==> src/rtl/irq_vector_pkg.sv <==
package irq_vector_pkg;

    localparam int VEC_W   = 4;
    localparam int MAX_SRC = (1 << VEC_W) - 1;
    localparam int ADDR_W  = 8;
    localparam int DATA_W  = 32;

    localparam logic [ADDR_W-1:0] LINE0_ADDR = 8'h20;
    localparam logic [ADDR_W-1:0] LINE1_ADDR = 8'h24;

    typedef logic [VEC_W-1:0] vec_t;

    typedef enum logic [1:0] {
        RSEL_NONE  = 2'd0,
        RSEL_LINE0 = 2'd1,
        RSEL_LINE1 = 2'd2
    } rsel_e;

    typedef struct packed {
        logic active;
        logic line;
    } rd_req_t;

    // Lowest set bit wins; bit n reports as n+1; no bit set reports 0.
    function automatic vec_t first_pending(input logic [MAX_SRC-1:0] pend);
        vec_t r;
        r = '0;
        for (int i = MAX_SRC - 1; i >= 0; i--) begin
            if (pend[i]) r = vec_t'(i + 1);
        end
        return r;
    endfunction

endpackage

==> src/rtl/irq_flag_bank.sv <==
module irq_flag_bank
    import irq_vector_pkg::*;
#(
    parameter int               NUM_SRC    = 14,
    parameter logic [NUM_SRC-1:0] NOCLR_MASK = 14'h0300
) (
    input  logic               clk,
    input  logic               rst,
    input  logic [NUM_SRC-1:0] set_i,
    input  logic [NUM_SRC-1:0] clr_i,
    input  logic [NUM_SRC-1:0] rdclr_i,
    output logic [NUM_SRC-1:0] flags_o
);

    logic [NUM_SRC-1:0] kill;
    logic [NUM_SRC-1:0] flags_d;

    always_comb begin
        kill    = clr_i | (rdclr_i & ~NOCLR_MASK);
        flags_d = (flags_o & ~kill) | set_i;
    end

    always_ff @(posedge clk) begin
        if (rst) flags_o <= '0;
        else     flags_o <= flags_d;
    end

    for (genvar i = 0; i < NUM_SRC; i++) begin : g_chk
        // a set pulse always leaves the flag set
        a_r7_set_wins: assert property (@(posedge clk) disable iff (rst)
            set_i[i] |=> flags_o[i]);

        if (NOCLR_MASK[i]) begin : g_exempt
            // exempt flags survive anything but their own clear
            a_r6_exempt_kept: assert property (@(posedge clk) disable iff (rst)
                (flags_o[i] && !clr_i[i]) |=> flags_o[i]);
        end else begin : g_normal
            // a read-clear without a set empties the flag next cycle
            a_r5_read_clears: assert property (@(posedge clk) disable iff (rst)
                (rdclr_i[i] && !set_i[i]) |=> !flags_o[i]);
        end
    end

endmodule

==> src/rtl/irq_prio_enc.sv <==
module irq_prio_enc
    import irq_vector_pkg::*;
#(
    parameter int NUM_SRC = 14
) (
    input  logic [NUM_SRC-1:0] pend_i,
    output vec_t               vec_o,
    output logic               any_o
);

    logic [MAX_SRC-1:0] padded;

    always_comb begin
        padded = MAX_SRC'(pend_i);
        vec_o  = first_pending(padded);
        any_o  = |pend_i;
    end

endmodule

==> src/rtl/irq_vector_unit.sv <==
module irq_vector_unit
    import irq_vector_pkg::*;
#(
    parameter int                 NUM_SRC    = 14,
    parameter logic [NUM_SRC-1:0] NOCLR_MASK = 14'h0300
) (
    input  logic               clk,
    input  logic               rst,
    input  logic [NUM_SRC-1:0] flag_set_i,
    input  logic [NUM_SRC-1:0] flag_clr_i,
    input  logic [NUM_SRC-1:0] src_en_i,
    input  logic [NUM_SRC-1:0] src_line_i,
    input  logic [ADDR_W-1:0]  bus_addr_i,
    input  logic               bus_rd_i,
    input  logic               bus_wr_i,
    output logic [DATA_W-1:0]  bus_rdata_o,
    output logic               irq_line0_o,
    output logic               irq_line1_o
);

    localparam int NUM_LINES = 2;

    initial begin
        a_cfg_src_fits: assert (NUM_SRC <= MAX_SRC && NUM_SRC > 0);
    end

    logic [NUM_SRC-1:0] flags;
    logic [NUM_SRC-1:0] rdclr;
    logic [NUM_SRC-1:0] pend   [NUM_LINES];
    vec_t               vec    [NUM_LINES];
    logic               any    [NUM_LINES];
    rsel_e              rsel;
    rd_req_t            req;
    vec_t               sel_vec;

    irq_flag_bank #(
        .NUM_SRC    (NUM_SRC),
        .NOCLR_MASK (NOCLR_MASK)
    ) u_flags (
        .clk     (clk),
        .rst     (rst),
        .set_i   (flag_set_i),
        .clr_i   (flag_clr_i),
        .rdclr_i (rdclr),
        .flags_o (flags)
    );

    for (genvar l = 0; l < NUM_LINES; l++) begin : g_line
        always_comb begin
            pend[l] = flags & src_en_i & (l == 0 ? ~src_line_i : src_line_i);
        end
        irq_prio_enc #(.NUM_SRC(NUM_SRC)) u_enc (
            .pend_i (pend[l]),
            .vec_o  (vec[l]),
            .any_o  (any[l])
        );
    end

    // Read decode
    always_comb begin
        rsel = RSEL_NONE;
        if (bus_rd_i) begin
            if (bus_addr_i == LINE0_ADDR)      rsel = RSEL_LINE0;
            else if (bus_addr_i == LINE1_ADDR) rsel = RSEL_LINE1;
        end
        req.active = (rsel != RSEL_NONE);
        req.line   = (rsel == RSEL_LINE1);
        sel_vec    = req.active ? vec[req.line] : '0;
        bus_rdata_o = {{(DATA_W-VEC_W){1'b0}}, sel_vec};
    end

    // One-hot clear request for the flag behind the offset being returned
    always_comb begin
        rdclr = '0;
        for (int i = 0; i < NUM_SRC; i++) begin
            rdclr[i] = req.active && (sel_vec == vec_t'(i + 1));
        end
    end

    assign irq_line0_o = any[0];
    assign irq_line1_o = any[1];

    // a read clears at most one flag
    a_r5_single_clear: assert property (@(posedge clk) disable iff (rst)
        $onehot0(rdclr));

    // upper read bits are always zero
    a_r4_upper_zero: assert property (@(posedge clk) disable iff (rst)
        bus_rdata_o[DATA_W-1:VEC_W] == '0);

    // each line agrees with its vector
    a_r9_line0_vec: assert property (@(posedge clk) disable iff (rst)
        irq_line0_o == (vec[0] != '0));
    a_r9_line1_vec: assert property (@(posedge clk) disable iff (rst)
        irq_line1_o == (vec[1] != '0));

    // a bare write with no set or clear activity changes no flag
    a_r8_write_ignored: assert property (@(posedge clk) disable iff (rst)
        (bus_wr_i && !bus_rd_i && flag_set_i == '0 && flag_clr_i == '0)
        |=> $stable(flags));

endmodule

==> config.mk <==
export PLATFORM = sky130hd
export DESIGN_NAME = irq_vector_unit
export DESIGN_NICKNAME = d
export VERILOG_FILES = /design/src/rtl/irq_vector_pkg.sv /design/src/rtl/irq_flag_bank.sv /design/src/rtl/irq_prio_enc.sv /design/src/rtl/irq_vector_unit.sv
export SDC_FILE = /design/constraint.sdc
export NUM_CORES = 1
export LEC_CHECK = 0
export ABC_CLOCK_PERIOD_IN_PS = 3900
export BUFFER_PORTS_ARGS = -buffer_cell sky130_fd_sc_hd__buf_2
export CAP_MARGIN = 20
export CORE_AREA = 2 2 70 72
export DETAILED_ROUTE_END_ITERATION = 6
export DIE_AREA = 0 0 72 74
export PLACE_DENSITY_LB_ADDON = 0.15
export SLEW_MARGIN = 20
export SYNTH_ARGS = -nofsm -noshare
export SYNTH_HDL_FRONTEND = slang
export SYNTH_HIERARCHICAL = 1
export SYNTH_SLANG_ARGS = --single-unit
==> constraint.sdc <==
create_clock -name clk -period 3.9 [get_ports clk]
set_input_delay 0.195 -clock clk [delete_from_list [all_inputs] [get_ports clk]]
set_output_delay 0.195 -clock clk [all_outputs]
set_load 0.03 [all_outputs]
Word-level counts from Yosys, hierarchy flattened --
Index checks and enable logic that the tools add are counted.
Cells by class: order comparisons 1, equality and inequality tests 15, mux-type cells 35, bitwise operators 9, reduce and logical (&&, ||, !) cells 15
Operators by type and width (count):
- two-way mux 4 bit | 32
- AND 14 bit | 4
- inverter 14 bit | 2
- OR 14 bit | 2
- OR reduction 14 bit | 2
- == test 4 bit (second input constant) | 5
- == test 4 x 3 -> 1 bit (second input constant) | 4
- == test 8 x 6 -> 1 bit (second input constant) | 2
- logical AND 1 bit | 12
- == test 4 x 2 -> 1 bit (second input constant) | 2
- two-way mux 2 bit | 3
- == test 4 x 1 -> 1 bit (second input constant) | 1
- == test 2 bit (second input constant) | 1
- greater-or-equal comparator 2 bit (second input constant) | 1
- inverter 1 -> 2 bit | 1
- nonzero test 2 bit | 1
Word-level totals: register bits 14

Longest topological paths before layout --
depth in word-level cells 26, gate-level depth with buffers 11, mapped depth without buffers 11

Modules after synthesis --
Netlist, hierarchy kept.
Modules (own cells, without submodules):
- irq_vector_unit | instances 1, cells an instance 112, area each 716.9 sq um, seq. area each 0.0 sq um
- irq_flag_bank | instances 1, cells an instance 57, area each 525.5 sq um, seq. area each 280.3 sq um
- irq_prio_enc | instances 2, cells an instance 27, area each 147.6 sq um, seq. area each 0.0 sq um

Least setup slack after synthesis --
Ideal clock, no wire load.
path type flip-flop to flip-flop, from register u_flags.flags_o[5], to register u_flags.flags_o[1], setup time 119 ps, arrival time 2213 ps, data required time 3781 ps, setup slack 1567 ps, stages on the path, launching flop included 12, path buffers 0, cells stage by stage dfxtp_1 -> nand2_1 -> nor2_1 -> or4_1 -> a21oi_1 -> or4_1 -> a21oi_1 -> inv_1 -> o32a_1 -> nor4_1 -> or3b_1 -> a21oi_1
RTL lines:
- from (decl) | line irq_flag_bank.sv:12 | output logic [NUM_SRC-1:0] flags_o
- from (signal assigned) | line irq_flag_bank.sv:25 | else flags_o <= flags_d;

==> flow_metrics.env <==
export IMPL_syn_inst=221
export IMPL_place_area_um2=1820
export IMPL_rsz0062_at_grt="false"
export IMPL_postCtsSetupBuffers=0
export IMPL_cts_hold_buf=0
export IMPL_vias_per_cell=4.59
export IMPL_seq_area_um2=280
export IMPL_worst_setup_path_end_kind="flop"
export IMPL_clock_skew_ns=0.00276
export IMPL_grt_use_total=0.151
export IMPL_ant_nets=0
export IMPL_grt_pass1_wl_um=6220
export IMPL_layout_commonest_cell="buf_2"
export IMPL_period_share=0.691
export IMPL_power_density_nw_per_um2=266
export IMPL_grt_pass1_vias=1405
export IMPL_antenna_found_initial=0
export IMPL_die_area_um2=5330
export IMPL_pwr_share_clk=0.290
export IMPL_fmax_mhz=371
export IMPL_dp_cells=343
export IMPL_top_regs="u_flags/flags_o (14)"
export IMPL_hpwlAfterDp_um=3570
export IMPL_irDropWorstVdd_mv=0.154
export IMPL_htreeDepth=1
export IMPL_outcome="finished, final reports clean"
export IMPL_worst_ep_arrival_time_ns=2.83
export IMPL_die_h_um=74
export IMPL_drive_above_1_share=0.287
export IMPL_worstReg2RegEnd="u_flags/flags_o[5]"
export IMPL_cts_tree="yes"
export IMPL_num_vias=1591
export IMPL_area_delta_synth_final_pct=22.7
export IMPL_totalWireLength_um=4040
export IMPL_worstRegToRegCells=11
export IMPL_startpoint_type="flop"
export IMPL_intPower_mw=0.315
export IMPL_grt_overflow=0
export IMPL_die_x_um=72
export IMPL_numCtsBuffers=3
export IMPL_hp_class="input port to flop"
export IMPL_switching_share=0.369
export IMPL_ctsRootBufferMaster="clkbuf_8"
export IMPL_cts_max_path_buffers=2
export IMPL_maxCapViolCount=0
export IMPL_final_cell_mix="72 x buf_2, 30 x nor2_1, 28 x conb_1, 22 x inv_1, 22 x a21oi_1"
export IMPL_place_gp_congestion=0.844
export IMPL_p_comb_frac=0.389
export IMPL_avgSynthCellArea_um2=6.91
export IMPL_io_buffers=72
export IMPL_nets=362
export IMPL_yosys_warnings=6
export IMPL_antennaDiodeCount=0
export IMPL_cp_max_fo=5
export IMPL_p_leak_nw=0.985
export IMPL_cts_resized=0
export IMPL_clk_latency_ns=0.25
export IMPL_regMostFlops="u_flags/flags_o"
export IMPL_largest_register_ffs=14
export IMPL_firstDrtPassIters=4
export IMPL_clk_pin_slew_ns=0.06
export IMPL_post_route_cell_area_um2=1870
export IMPL_layout_min_cycle_time_ns=2.70
export IMPL_finalPower_mw=0.499
export IMPL_cp_required_ns=4.04
export IMPL_drc=0
export IMPL_seq_power_share=0.322
export IMPL_r2r_start="u_flags/flags_o[5]"
export IMPL_core_area_um2=4600
export IMPL_r2r_setup_slack_ns=1.20
export IMPL_multi_input_area_um2=1030
export IMPL_rows=25
export IMPL_drv_slew=0
export IMPL_num_io_pins=102
export IMPL_crit_type="flop to flop"
export IMPL_hold_viol=0
export IMPL_clkSinkCount=14
export IMPL_finalSetupViolations=0
export IMPL_start_util=0.332
export IMPL_power_switching_mw=0.184
export IMPL_wl_per_cell_um=11.6
export IMPL_fillers=524
export IMPL_synthesis_area_um2=1530
export IMPL_crit_end="u_flags/flags_o[5]"
export IMPL_crit_start="u_flags/flags_o[5]"
export IMPL_drt_initial_drc_count=55
export IMPL_grt_max_degree=15
export IMPL_fin_tns_setup_ns=0
export IMPL_final_cells=347
export IMPL_holdWs_ns=0.167
-- power by group through the flow --
stage                     combinational (mW)  sequential [mW]  clock (mW)
after floorplan                        0.158            0.160           0
after global placement                 0.193            0.163           0
after detailed placement               0.194            0.164           0
after CTS                              0.194            0.161       0.149
after global routing                   0.215            0.161       0.154
final                                  0.194            0.160       0.145
-- final cells by class --
cell class | count | area share
tap | 54 | 0.0360
sequential | 14 | 0.150
timing repair buffer | 72 | 0.192
clock buffer | 4 | 0.0294
inverter | 22 | 0.0441
multi-input combinational | 181 | 0.549
-- per-layer routing --
layer,share of wire,GRT usage,vias to the layer above
li1,-,-,854
met1,0.46,0.206,663
met2,0.44,0.236,63
met3,0.069,0.0176,11
met4,0.030,0.0776,0
met5,0,0,-
-- critical path: stages, from the launching register on --
cell and delay [ns]:
dfxtp_1 0.35, nand2_1 0.06, nor2_1 0.22, or4_1 0.16, a21oi_1 0.03, or4_1 0.48
a21oi_1 0.35, inv_1 0.08, o32a_1 0.38, nor4_1 0.24, or3b_1 0.16, a21oi_1 0.05
-- stage by stage --
stage | utilization | worst slack (ns)
floorplan | - | 1.58
global placement | 0.396 | 1.24
detailed placement | 0.396 | 1.22
CTS | 0.408 | 1.18
global route | 0.408 | 1.00
finish | 0.408 | 1.20
-- worst min path at each step --
stage,from,to,cells after the start
4_1_cts,flag_set_i[9],u_flags/flags_o[9],3
2_1_floorplan,rst,u_flags/flags_o[0],1
3_3_place_gp,flag_set_i[2],u_flags/flags_o[2],3
5_1_grt,flag_set_i[5],u_flags/flags_o[5],3
3_5_place_dp,flag_set_i[2],u_flags/flags_o[2],3
6_report,flag_set_i[9],u_flags/flags_o[9],3
(Power assumes the default switching activity.)
